## src/rtl/frg_pkg.sv

```systemverilog
package frg_pkg;
  localparam int WORD_W  = 32;
  localparam int LIM_W   = 13;
  localparam int OFF_W   = 12;
  localparam int FLA_W   = LIM_W + OFF_W;
  localparam int WPE_BIT = 31;
  localparam int RPE_BIT = 15;
  localparam int UP_LSB  = 16;
  localparam int LO_LSB  = 0;
  // reserved bits 30:29 and 14:13 are masked off on write
  localparam logic [WORD_W-1:0] RNG_WMASK = 32'h9FFF_9FFF;

  typedef enum logic [1:0] {
    ACC_READ  = 2'b00,
    ACC_WRITE = 2'b01,
    ACC_ERASE = 2'b10,
    ACC_OTHER = 2'b11
  } acc_kind_e;

  function automatic logic [LIM_W-1:0] lo_page(input logic [WORD_W-1:0] w);
    return w[LO_LSB +: LIM_W];
  endfunction

  function automatic logic [LIM_W-1:0] hi_page(input logic [WORD_W-1:0] w);
    return w[UP_LSB +: LIM_W];
  endfunction

  function automatic logic [LIM_W-1:0] addr_page(input logic [WORD_W-1:0] a);
    return a[OFF_W +: LIM_W];
  endfunction

  // page compare is equivalent to widening lower with zeros, upper with ones
  function automatic logic range_blocks(input logic [WORD_W-1:0] w,
                                        input logic [WORD_W-1:0] a,
                                        input acc_kind_e k);
    logic in_span;
    logic en;
    in_span = (addr_page(a) >= lo_page(w)) && (addr_page(a) <= hi_page(w));
    case (k)
      ACC_READ:            en = w[RPE_BIT];
      ACC_WRITE, ACC_ERASE: en = w[WPE_BIT];
      default:             en = 1'b0;
    endcase
    return in_span && en;
  endfunction
endpackage

```

## src/rtl/frg_regs.sv

```systemverilog
module frg_regs
  import frg_pkg::*;
#(
  parameter int NUM_RANGES = 5,
  parameter int REG_AW     = 3
) (
  input  logic                                clk,
  input  logic                                rst_n,
  input  logic                                reg_wr,
  input  logic [REG_AW-1:0]                   reg_addr,
  input  logic [WORD_W-1:0]                   reg_wdata,
  input  logic                                err_flag,
  output logic [WORD_W-1:0]                   reg_rdata,
  output logic                                locked,
  output logic [NUM_RANGES-1:0][WORD_W-1:0]   rng,
  output logic                                clr_err
);
  localparam logic [REG_AW-1:0] CTRL_ADDR = REG_AW'(NUM_RANGES);
  localparam logic [REG_AW-1:0] STAT_ADDR = REG_AW'(NUM_RANGES + 1);

  logic [NUM_RANGES-1:0][WORD_W-1:0] rng_q;
  logic                              lock_q;
  logic [NUM_RANGES-1:0]             range_wr_ev;
  logic                              lock_set_ev;

  assign lock_set_ev = reg_wr && (reg_addr == CTRL_ADDR) && reg_wdata[0];
  assign clr_err     = reg_wr && (reg_addr == STAT_ADDR) && reg_wdata[0];

  for (genvar i = 0; i < NUM_RANGES; i++) begin : g_rng
    assign range_wr_ev[i] = reg_wr && !lock_q && (reg_addr == REG_AW'(i));
    always_ff @(posedge clk) begin
      if (!rst_n)              rng_q[i] <= '0;
      else if (range_wr_ev[i]) rng_q[i] <= reg_wdata & RNG_WMASK;
    end
  end

  always_ff @(posedge clk) begin
    if (!rst_n)           lock_q <= 1'b0;
    else if (lock_set_ev) lock_q <= 1'b1;
  end

  always_comb begin
    reg_rdata = '0;
    for (int i = 0; i < NUM_RANGES; i++)
      if (reg_addr == REG_AW'(i)) reg_rdata = rng_q[i];
    if (reg_addr == CTRL_ADDR) reg_rdata = {{(WORD_W-1){1'b0}}, lock_q};
    if (reg_addr == STAT_ADDR) reg_rdata = {{(WORD_W-1){1'b0}}, err_flag};
  end

  assign locked = lock_q;
  assign rng    = rng_q;

  a_r3_lock_holds: assert property (@(posedge clk) disable iff (!rst_n)
    lock_q |=> lock_q);
  a_r4_frozen: assert property (@(posedge clk) disable iff (!rst_n)
    lock_q |=> $stable(rng_q));
endmodule

```

## src/rtl/frg_match.sv

```systemverilog
module frg_match
  import frg_pkg::*;
#(
  parameter int NUM_RANGES = 5
) (
  input  logic                              locked,
  input  logic [NUM_RANGES-1:0][WORD_W-1:0] rng,
  input  logic [1:0]                        acc_kind,
  input  logic [WORD_W-1:0]                 acc_addr,
  output logic                              deny
);
  logic [NUM_RANGES-1:0] hit_vec;

  for (genvar i = 0; i < NUM_RANGES; i++) begin : g_cmp
    assign hit_vec[i] = range_blocks(rng[i], acc_addr, acc_kind_e'(acc_kind));
  end

  assign deny = locked && (|hit_vec);
endmodule

```

## src/rtl/frg_status.sv

```systemverilog
module frg_status (
  input  logic clk,
  input  logic rst_n,
  input  logic acc_valid,
  input  logic deny,
  input  logic clr_err,
  output logic res_valid,
  output logic res_allow,
  output logic err_pulse,
  output logic err_flag
);
  logic deny_ev;
  logic valid_q, allow_q, pulse_q, flag_q;

  assign deny_ev = acc_valid && deny;

  always_ff @(posedge clk) begin
    if (!rst_n) begin
      valid_q <= 1'b0;
      allow_q <= 1'b1;
      pulse_q <= 1'b0;
      flag_q  <= 1'b0;
    end else begin
      valid_q <= acc_valid;
      allow_q <= !deny_ev;
      pulse_q <= deny_ev;
      if (deny_ev)      flag_q <= 1'b1;
      else if (clr_err) flag_q <= 1'b0;
    end
  end

  assign res_valid = valid_q;
  assign res_allow = allow_q;
  assign err_pulse = pulse_q;
  assign err_flag  = flag_q;

  a_r11_valid_follows: assert property (@(posedge clk) disable iff (!rst_n)
    acc_valid |=> res_valid);
  a_r11_valid_only_then: assert property (@(posedge clk) disable iff (!rst_n)
    !acc_valid |=> !res_valid);
  a_r12_pulse_is_denial: assert property (@(posedge clk) disable iff (!rst_n)
    err_pulse |-> (res_valid && !res_allow));
  a_r12_pulse_sets_flag: assert property (@(posedge clk) disable iff (!rst_n)
    err_pulse |-> err_flag);
  a_r12_flag_sticky: assert property (@(posedge clk) disable iff (!rst_n)
    (err_flag && !clr_err) |=> err_flag);
endmodule

```

## src/rtl/flash_range_guard.sv

```systemverilog
module flash_range_guard
  import frg_pkg::*;
#(
  parameter int NUM_RANGES = 5,
  parameter int REG_AW     = 3
) (
  input  logic              clk,
  input  logic              rst_n,
  input  logic              reg_wr,
  input  logic [REG_AW-1:0] reg_addr,
  input  logic [31:0]       reg_wdata,
  output logic [31:0]       reg_rdata,
  input  logic              acc_valid,
  input  logic [1:0]        acc_kind,
  input  logic [31:0]       acc_addr,
  output logic              res_valid,
  output logic              res_allow,
  output logic              err_pulse,
  output logic              err_flag
);
  logic                              locked;
  logic [NUM_RANGES-1:0][WORD_W-1:0] rng;
  logic                              clr_err;
  logic                              deny;

  frg_regs #(.NUM_RANGES(NUM_RANGES), .REG_AW(REG_AW)) u_regs (
    .clk(clk), .rst_n(rst_n), .reg_wr(reg_wr), .reg_addr(reg_addr),
    .reg_wdata(reg_wdata), .err_flag(err_flag), .reg_rdata(reg_rdata),
    .locked(locked), .rng(rng), .clr_err(clr_err)
  );

  frg_match #(.NUM_RANGES(NUM_RANGES)) u_match (
    .locked(locked), .rng(rng), .acc_kind(acc_kind), .acc_addr(acc_addr),
    .deny(deny)
  );

  frg_status u_status (
    .clk(clk), .rst_n(rst_n), .acc_valid(acc_valid), .deny(deny),
    .clr_err(clr_err), .res_valid(res_valid), .res_allow(res_allow),
    .err_pulse(err_pulse), .err_flag(err_flag)
  );

  a_r5_open_before_lock: assert property (@(posedge clk) disable iff (!rst_n)
    (acc_valid && !locked) |=> res_allow);
  a_r10_other_kind_allowed: assert property (@(posedge clk) disable iff (!rst_n)
    (acc_valid && acc_kind == 2'b11) |=> res_allow);
endmodule

```

## config.mk

```make
export PLATFORM = sky130hd
export DESIGN_NAME = flash_range_guard
export DESIGN_NICKNAME = d
export VERILOG_FILES = /design/src/rtl/frg_pkg.sv /design/src/rtl/frg_regs.sv /design/src/rtl/frg_match.sv /design/src/rtl/frg_status.sv /design/src/rtl/flash_range_guard.sv
export SDC_FILE = /design/constraint.sdc
export NUM_CORES = 1
export LEC_CHECK = 0
export ABC_AREA = 1
export BUFFER_PORTS_ARGS = -buffer_cell sky130_fd_sc_hd__buf_4
export CORE_ASPECT_RATIO = 0.7
export CORE_MARGIN = 2
export CORE_UTILIZATION = 54
export DETAILED_ROUTE_END_ITERATION = 10
export PLACE_DENSITY = 0.78
export SLEW_MARGIN = 30
export SYNTH_ARGS = -nofsm -noshare
export SYNTH_HDL_FRONTEND = slang
export SYNTH_SLANG_ARGS = --single-unit
```

## constraint.sdc

```tcl
create_clock -name clk -period 1.5 [get_ports clk]
set_input_delay 0.075 -clock clk [delete_from_list [all_inputs] [get_ports clk]]
set_output_delay 0.075 -clock clk [all_outputs]
set_load 0.01 [all_outputs]
```

==> reports/qor.yml <==
drt:
  postRouteAntennaNets: 0
  postRouteWirelength_um: 39900
  drt-vias-per-instance: 6.23
  via_count: 11100
  drt_pre_antenna_iters: 6
  post_drt_wl_per_cell_um: 22.5
  drc: 0
  dr.first_iter.drc_count: 1658
clock_network:
  tritoncts: "built"
  clock_sinks: 145
  htree_num_levels: 4
  cts-root-to-sink-buffers: 2
  worst_setup_hold_path_clk_slew_ns: 0.07
  cts.root.buffer_cell: "sky130_fd_sc_hd__clkbuf_16"
  clk-insertion-delay-late_ns: 0.44
  cts_inserted_buffers: 17
logic_synthesis:
  yosys.area.top_type_share_pct: 31.9
  postSynth.asyncResetShare_pct: 0
  yosys.area_share.simple_pct: 13.2
  yosysMostFrequentCell: "sky130_fd_sc_hd__a21oi_1"
  synth-xor-area-share_pct: 0
  postSynthRegisterBits: 145
  synth.cell_area_mm2: 0.00911
  ys_types: 30
  ys_top_cells_by_area: "sky130_fd_sc_hd__dfxtp_1 (32%), sky130_fd_sc_hd__ha_1 (18%), sky130_fd_sc_hd__a21oi_1 (11%)"
  synth_top_family_by_area: "compound AO/OA/AOI/OAI gates"
  synth.cells.most_frequent: "sky130_fd_sc_hd__a21oi_1 (208), sky130_fd_sc_hd__inv_1 (189), sky130_fd_sc_hd__nand2_1 (170), sky130_fd_sc_hd__dfxtp_1 (145), sky130_fd_sc_hd__o21ai_0 (135)"
  synth_compound_area_share_pct: 25.7
  postSynthAreaPerCell_um2: 7.17
  synth_edf_count: 0
  share_of_the_yosys_chip_area_belonging_to_registers_pct: 31.9
  synth_adder_area_share_pct: 18.1
  netlist.top_cell.by_area: "sky130_fd_sc_hd__dfxtp_1"
  yosys_warnings: 0
  synth.area.mux_share_pct: 0
  most_instantiated_flip_flop_cell_in_the_synthesis_netlist: "sky130_fd_sc_hd__dfxtp_1"
  synthesis.instances: 1271
final_layout:
  nNetsFinal: 1743
  diodes: 0
  flow.area_growth_from_synthesis_pct: 51.9
  instances_no_fill: 1776
  layout.filler_cells: 867
  layout-drive-gt1-share_pct: 40.5
die:
  vertical_die_dimension_um: 113
  start_util_pct: 55.5
  area_of_the_core_region_mm2: 0.0164
  pin_count: 109
  die_width_um: 159
  die_area_mm2: 0.0179
  fp-row-count: 39
critical_path:
  timing_worst_setup_path_type: "reg2reg"
  crit-reg2reg-capture: "u_status.err_flag"
  cp-startpoint: "u_regs.rng[123]"
  critical_path.max_fanout: 3
  worstPathRequired_ns: 1.84
  worstReg2RegStart: "u_regs.rng[123]"
  worstSetupEndpointType: "flop"
  r2r.worst_path.cells: 13
  worstSetupStartpointType: "flop"
  arrival_worst_endpoint_ns: 2.21
  critPathCapture: "u_status.err_flag"
  worst-r2r-setup-slack_ns: -0.37
timing:
  rsz0062_at_grt: "yes"
  period_minus_slack_ns: 1.87
  timing.slew.headroom_pct: 66.5
  final-max-slew-violation-count: 0
  post-route-period-util_pct: 125
  measured_slew_at_the_worst_slew_check_pin_ns: 0.500
  worst_clock_skew_ns: 0.00964
  final_critical_path_setup_slack_ns: -0.368
  finalHoldViolations: 1
  final.hold.worst_slack_ns: -0.00713
  max_freq_ghz: 0.535
  totalNegativeSetupSlack_ns: -3.66
  finalSetupViolCount: 48
grt:
  grt_max_degree: 68
  globalRoute.totalOverflow: 0
  wire_length_of_the_first_global_routing_pass_um: 54300
  track_usage_pct: 38.7
  antenna_violations_before_repair: 0
  grt_pass1_vias: 10200
power_and_ir_drop:
  p_per_area_mw_per_mm2: 807
  power_leakage_nw: 5.77
  vdd.ir_drop.worst_mv: 0.738
status:
  outcome: "finished, violations left"
  failed_checks: "negative hold slack, negative setup slack"
placed_design:
  numPlacedInstances: 1692
  place_congestion: 0.998
  port_buffers: 81
  dp_hpwl_um: 22600
  post-place-ws_ns: -0.406
flow_run:
  count_of_maximum_capacitance_violations: 0
worst_hold_path:
  timing.hold.worst.class: "in2reg"
## worst min-delay path by stage
| stage | start | endpoint | slack [ns] | depth (start not counted) |
|---|---|---|---|---|
| floorplan | acc_valid | u_status.res_valid | 0.19 | 2 |
| global placement | acc_valid | u_status.res_valid | 0.28 | 3 |
| detailed placement | acc_valid | u_status.res_valid | 0.28 | 3 |
| CTS | reg_addr[1] | u_regs.locked | 0.001 | 4 |
| global route | reg_addr[1] | u_regs.locked | 0.04 | 4 |
| finish | reg_addr[1] | u_regs.locked | -0.007 | 4 |
## stage by stage
step | power, mW | hold WS [ns] | cell area [µm²] | util (%)
6_report | 11.2 | -0.00713 | 13800 | 84.4
5_1_grt | 11.5 | 0.0434 | 13800 | 84.4
4_1_cts | 10.6 | 0.00117 | 12900 | 78.6
3_5_place_dp | 6.12 | 0.276 | 11200 | 68.6
3_3_place_gp | 6.04 | 0.277 | 11200 | 68.6
2_1_floorplan | 5.16 | 0.186 | 9170 | -
## registers in the layout, summed over array words and instances, names as in the netlist
register and cells:
u_regs.rng 140, u_regs.locked 1, u_status.err_flag 1, u_status.err_pulse 1, u_status.res_allow 1, u_status.res_valid 1
## layout make-up
| type | count | area [µm²] | share of cell area [%] |
|---|---|---|---|
| Sequential cell | 145 | 2980 | 21.6 |
| Timing Repair inverter | 1 | 6.26 | 0.0452 |
| Tap cell | 225 | 282 | 2.03 |
| Multi-Input combinational cell | 871 | 6490 | 46.9 |
| Clock buffer | 20 | 447 | 3.23 |
| Timing Repair Buffer | 303 | 2720 | 19.7 |
| Inverter | 199 | 771 | 5.57 |
| Clock inverter | 12 | 133 | 0.959 |
## power breakdown
part | leakage (nW) | total (mW) | switching [mW] | internal [mW]
clock | 0.277 | 4.33 | 1.83 | 2.50
combinational | 4.28 | 2.76 | 1.61 | 1.16
sequential | 1.21 | 4.07 | 0.0751 | 4.00
## metal layers
metal,wire length (µm),global-route usage (%)
met2,17100,60.1
met5,0,0
met1,15000,51.1
met3,5700,11.1
met4,2160,15.4
## critical path, stage by stage (launching register included)
cell	delay [ns]
sky130_fd_sc_hd__dfxtp_1	0.34
sky130_fd_sc_hd__inv_2	0.07
sky130_fd_sc_hd__ha_4	0.27
sky130_fd_sc_hd__nand4_1	0.22
sky130_fd_sc_hd__a21oi_1	0.21
sky130_fd_sc_hd__nor2_1	0.07
sky130_fd_sc_hd__nand2_1	0.07
sky130_fd_sc_hd__nand2_1	0.06
sky130_fd_sc_hd__nand3_1	0.07
sky130_fd_sc_hd__nand2_1	0.06
sky130_fd_sc_hd__nor2_1	0.12
sky130_fd_sc_hd__nand2_2	0.10
sky130_fd_sc_hd__nand2_2	0.08
sky130_fd_sc_hd__nand2_1	0.04
## logic make-up (layout without fill, tap and decap cells)
logic type,count (synthesis),count (layout)
simple gates,290,290
buf+inv,258,535
fa+ha+maj,132,132
other cells,1,4
flops,145,145
compound gates,445,445
## layout by cell type (no fill, tap or decap), types with 22 or more instances in the layout
cell type and instances:
sky130_fd_sc_hd__ha_4 36, sky130_fd_sc_hd__o21ai_0 120, sky130_fd_sc_hd__ha_1 96, sky130_fd_sc_hd__o21ai_1 43
sky130_fd_sc_hd__buf_4 211, sky130_fd_sc_hd__inv_1 121, sky130_fd_sc_hd__nand2_2 28, sky130_fd_sc_hd__a21oi_1 193
sky130_fd_sc_hd__inv_2 74, sky130_fd_sc_hd__dlygate4sd3_1 30, sky130_fd_sc_hd__a211oi_2 22, sky130_fd_sc_hd__nand2_1 141
sky130_fd_sc_hd__nor2_1 46, sky130_fd_sc_hd__dfxtp_1 81, sky130_fd_sc_hd__buf_6 46, sky130_fd_sc_hd__dfxtp_2 64
## repair_timing
action,in CTS,in global routing
hold buffers,30,0
endpoints found under the hold margin,112,0
buffers inserted,6,28
cloned,0,2
pin swaps,55,73
endpoints found under the setup margin,29,94
gates resized for setup,212,201
Note: power is estimated with default switching activity, not from simulation.
